**config.mk**
```make
export PLATFORM = sky130hd
export DESIGN_NAME = ext_irq_conditioner
export DESIGN_NICKNAME = d
export VERILOG_FILES = /design/src/rtl/eic_pkg.sv /design/src/rtl/eic_ctrl_reg.sv /design/src/rtl/eic_line.sv /design/src/rtl/ext_irq_conditioner.sv
export SDC_FILE = /design/constraint.sdc
export NUM_CORES = 1
export LEC_CHECK = 0
export BUFFER_PORTS_ARGS = -buffer_cell sky130_fd_sc_hd__buf_2
export CAP_MARGIN = 10
export CORE_MARGIN = 5
export CORE_UTILIZATION = 48
export DETAILED_ROUTE_END_ITERATION = 10
export PLACE_DENSITY = 0.9
export SLEW_MARGIN = 20
export SYNTH_ARGS = -nofsm -noshare
export SYNTH_HDL_FRONTEND = slang
export SYNTH_SLANG_ARGS = --single-unit
```
**constraint.sdc**
```tcl
create_clock -name clk -period 1.7 [get_ports clk]
set_input_delay 0.34 -clock clk [delete_from_list [all_inputs] [get_ports clk]]
set_output_delay 0.34 -clock clk [all_outputs]
set_load 0.01 [all_outputs]
```
**src/rtl/eic_pkg.sv**
```systemverilog
package eic_pkg;

    localparam int NUM_LINES  = 4;
    localparam int CTRL_W     = 32;
    localparam int MASTER_BIT = 12;
    localparam int CRIT_BIT   = 0;
    localparam int EN_TOP     = 11;
    localparam int CLR_TOP    = 27;
    localparam int MODE_TOP   = 23;
    localparam int MODE_W     = 2;

    typedef enum logic [MODE_W-1:0] {
        SENSE_LVL_HI = 2'd0,
        SENSE_RISE   = 2'd1,
        SENSE_FALL   = 2'd2,
        SENSE_LVL_LO = 2'd3
    } sense_e;

    function automatic int en_bit(input int n);
        return EN_TOP - n;
    endfunction

    function automatic int clr_bit(input int n);
        return CLR_TOP - n;
    endfunction

    function automatic int mode_lo(input int n);
        return MODE_TOP - 1 - MODE_W * n;
    endfunction

    function automatic logic [CTRL_W-1:0] clr_mask();
        logic [CTRL_W-1:0] m;
        m = '0;
        for (int n = 0; n < NUM_LINES; n++) begin
            m[clr_bit(n)] = 1'b1;
        end
        return m;
    endfunction

endpackage

```
**src/rtl/eic_ctrl_reg.sv**
```systemverilog
module eic_ctrl_reg
    import eic_pkg::*;
(
    input  logic                 clk,
    input  logic                 rst_n,
    input  logic                 wr,
    input  logic [CTRL_W-1:0]    wdata,
    output logic [CTRL_W-1:0]    ctrl,
    output logic [NUM_LINES-1:0] clr_pulse
);

    localparam logic [CTRL_W-1:0] CLR_MASK = clr_mask();

    typedef struct packed {
        logic [CTRL_W-1:0] word;
    } reg_state_t;

    reg_state_t st_d, st_q;

    always_comb begin
        st_d = st_q;
        if (wr) begin
            st_d.word = wdata & ~CLR_MASK;
        end
    end

    always_ff @(posedge clk or negedge rst_n) begin
        if (!rst_n) begin
            st_q <= '0;
        end else begin
            st_q <= st_d;
        end
    end

    for (genvar n = 0; n < NUM_LINES; n++) begin : g_clr
        assign clr_pulse[n] = wr & wdata[clr_bit(n)];
    end

    assign ctrl = st_q.word;

endmodule

```
**src/rtl/eic_line.sv**
```systemverilog
module eic_line
    import eic_pkg::*;
#(
    parameter int SYNC_STAGES = 2
) (
    input  logic              clk,
    input  logic              rst_n,
    input  logic              pin,
    input  logic [MODE_W-1:0] mode,
    input  logic              clr,
    input  logic              enable,
    input  logic              master,
    output logic              req
);

    typedef struct packed {
        logic [SYNC_STAGES-1:0] sync;
        logic                   prev;
        logic                   latch;
    } line_state_t;

    line_state_t st_d, st_q;
    sense_e      sense;
    logic        s_now;
    logic        is_edge;
    logic        edge_hit;
    logic        level_hit;

    always_comb begin
        sense     = sense_e'(mode);
        s_now     = st_q.sync[SYNC_STAGES-1];
        is_edge   = (sense == SENSE_RISE) || (sense == SENSE_FALL);
        edge_hit  = (sense == SENSE_RISE) ? (s_now & ~st_q.prev)
                                          : (~s_now & st_q.prev);
        level_hit = (sense == SENSE_LVL_HI) ? s_now : ~s_now;

        st_d      = st_q;
        st_d.sync = {st_q.sync[SYNC_STAGES-2:0], pin};
        st_d.prev = s_now;
        if (is_edge) begin
            if (clr) begin
                st_d.latch = 1'b0;
            end
            if (edge_hit) begin
                st_d.latch = 1'b1;
            end
        end else begin
            st_d.latch = 1'b0;
        end

        req = enable & master & (is_edge ? st_q.latch : level_hit);
    end

    always_ff @(posedge clk or negedge rst_n) begin
        if (!rst_n) begin
            st_q <= '0;
        end else begin
            st_q <= st_d;
        end
    end

endmodule

```
**src/rtl/ext_irq_conditioner.sv**
```systemverilog
module ext_irq_conditioner
    import eic_pkg::*;
#(
    parameter int SYNC_STAGES = 2
) (
    input  logic                 clk,
    input  logic                 rst_n,
    input  logic                 reg_wr,
    input  logic [CTRL_W-1:0]    reg_wdata,
    output logic [CTRL_W-1:0]    reg_rdata,
    input  logic [NUM_LINES-1:0] ext_pin,
    output logic [NUM_LINES-1:0] irq_req,
    output logic                 crit_route
);

    logic [CTRL_W-1:0]    ctrl;
    logic [NUM_LINES-1:0] clr_pulse;

    eic_ctrl_reg u_ctrl (
        .clk       (clk),
        .rst_n     (rst_n),
        .wr        (reg_wr),
        .wdata     (reg_wdata),
        .ctrl      (ctrl),
        .clr_pulse (clr_pulse)
    );

    for (genvar n = 0; n < NUM_LINES; n++) begin : g_line
        eic_line #(.SYNC_STAGES(SYNC_STAGES)) u_line (
            .clk    (clk),
            .rst_n  (rst_n),
            .pin    (ext_pin[n]),
            .mode   (ctrl[mode_lo(n) +: MODE_W]),
            .clr    (clr_pulse[n]),
            .enable (ctrl[en_bit(n)]),
            .master (ctrl[MASTER_BIT]),
            .req    (irq_req[n])
        );
    end

    assign reg_rdata  = ctrl;
    assign crit_route = ctrl[CRIT_BIT];

endmodule

```
==> impl_metrics.json <==
{
  "crit_type": "reg -> out",
  "hold_ws_ps": 152,
  "design_power_total_mw": 2.42,
  "synth.ff_latch_count": 44,
  "fin_skew_ps": 4.11,
  "vias": 1350,
  "hold_viol": 0,
  "min_path_type": "in -> reg",
  "ios": 76,
  "cts_sinks": 44,
  "syn_inst": 148,
  "cp.required_ps": 1360,
  "worstPathCellList": "inv_2, ha_4, xor2_1, o31ai_1, buf_2",
  "wl_per_cell_um": 14.9,
  "drc": 0,
  "clkTransAtPathRegs_ps": 80,
  "core_um2": 3740,
  "worstSetupStartpointType": "flip-flop",
  "dp.cells": 254,
  "worstPathMaxFanout": 2,
  "finalSetupViolCount": 2,
  "period_share": 1.04,
  "fin_cells": 272,
  "crit_family": "flip-flops",
  "crit_path_end_kind": "primary output",
  "grt_pass1_wl_mm": 6.57,
  "most-common-layout-cells": "71 x buf_2, 43 x dfrtp_1, 20 x mux2_2",
  "ir_drop_mv": 0.701,
  "die_x_um": 72.9,
  "async_reset_ff_frac": 1.00,
  "synth_warnings": 0,
  "antenna_found_initial": 0,
  "p_leak_nw": 1.24,
  "fin_ws_ps": -63.1,
  "pre_cts_ws_ps": 198,
  "final_area_um2": 2480,
  "use_met2": 0.280,
  "grt_usage": 0.163,
  "path_buf_inv": 2,
  "critPathArrivalTime_ps": 1420,
  "ys.flop_type": "dfrtp_1",
  "h-tree-depth": 2,
  "max-cap-violations": 0,
  "place.gp.congestion": 0.794,
  "placed_area_um2": 2240,
  "grt_use_met1": 0.183,
  "final_nets": 270,
  "avgSynthCellArea_um2": 12.8,
  "cts_buffers": 5,
  "synth-edff-count": 0,
  "die_h_um": 72.9,
  "grt_setup_unrepaired": "true",
  "layout_commonest_cell": "buf_2",
  "layout_min_cycle_time_ps": 1760,
  "utilization": 0.664,
  "grt_overflow": 0,
  "diodes": 0,
  "failed_checks": "setup timing",
  "grt_util_met3": 0.0620,
  "port_buffers": 71,
  "dp_hpwl_mm": 2.94,
  "max_freq_mhz": 567,
  "start_util": 0.507,
  "synth_cell_types": 17,
  "clk_latency_ps": 290,
  "viasPerCell": 4.96,
  "num_rows": 22,
  "cts_tree": "done",
  "clockBufferDepth": 2,
  "fin_tns_setup_ps": -80.4,
  "grt_start_max_net_pins": 26,
  "cts_root_buffer": "clkbuf_8",
  "syn_area_um2": 1900,
  "status": "complete, but fails checks",
  "powerDensity_nw_per_um2": 975,
  "dieArea_um2": 5310,
  "syn_to_final_growth_pct": 30.9,
  "yosysSeqAreaShare": 0.580,
  "max_stage_delay_ps": 380,
  "slowest_stage": "dfrtp_1",
  "drive_above_1_share": 0.558,
  "grt-busiest-layer": "met2",
  "slew_viol_final": 0,
  "wl_mm": 4.04,
  "first_pass_iters": 4,
  "antenna_left": 0,
  "first_iter_violations": 24,
  "first_global_vias": 1472
}
## worst paths after layout
path	cells past startpoint	start	slack (ps)	end
hold / removal	1	ext_pin[2]	150	g_line[2].u_line.st_d[3]
hold reg to reg	0	g_line[0].u_line.st_d[3]	350	g_line[0].u_line.s_now
setup / recovery	5	u_ctrl.ctrl[22]	-60	irq_req[0]
max in group asynchronous	3	rst_n	660	u_ctrl.ctrl[12]
min in group asynchronous	2	rst_n	550	u_ctrl.ctrl[14]
setup reg to reg	5	u_ctrl.ctrl[18]	280	g_line[2].u_line.st_q[0]
## cell families after synthesis
kind of cell | synth area share
flops | 0.580
fa+ha+maj | 0.0527
buf+inv | 0.0857
other cells | 0.00198
mux | 0.119
simple gates | 0.0712
compound gates | 0.0712
xor+xnor | 0.0185
## flip-flops by register name (all words and copies together) (netlist names)
| name | flops |
|---|---|
| g_line.u_line.s_now | 4 |
| u_ctrl.ctrl | 28 |
| g_line.u_line.st_d | 4 |
| g_line.u_line.st_q | 8 |
## power breakdown
part           leakage, nW  internal, mW  switching, mW  total, mW
logic                0.663         0.236          0.212      0.449
clock network       0.0541         0.434          0.339      0.773
registers            0.523          1.14         0.0636       1.20
## synthesized netlist by cell type, types with 8 or more instances
cell type | n | area share
ha_1 | 8 | 0.053
dfrtp_1 | 44 | 0.58
o21ai_0 | 8 | 0.021
buf_4 | 15 | 0.059
inv_1 | 8 | 0.016
mux2_2 | 20 | 0.12
nand2_1 | 12 | 0.024
## metal layers
| metal | wire [um] | up-vias |
|---|---|---|
| met5 | 0 | - |
| met4 | 62 | 0 |
| met3 | 324 | 8 |
| met2 | 2120 | 52 |
| met1 | 1540 | 656 |
| li1 | - | 634 |
## cell type report
type / instances / area [um^2]
clock buffers: 5 / 68.8
fillers: 299 / 1260
repair buffers: 84 / 480
well taps: 48 / 60.1
flip-flops and latches: 44 / 1100
multi-input cells: 80 / 701
clock inverters: 3 / 42.5
inverters: 8 / 30.0
## repair_timing
action / in CTS / in global routing
endpoints found under the setup margin: 4 / 4
hold buffers: 1 / 0
pin swaps: 4 / 0
hold endpoints to repair: 6 / 0
buffers inserted: 8 / 1
resized for setup: 15 / 0
No activity file was read; power rests on OpenSTA's default activity.
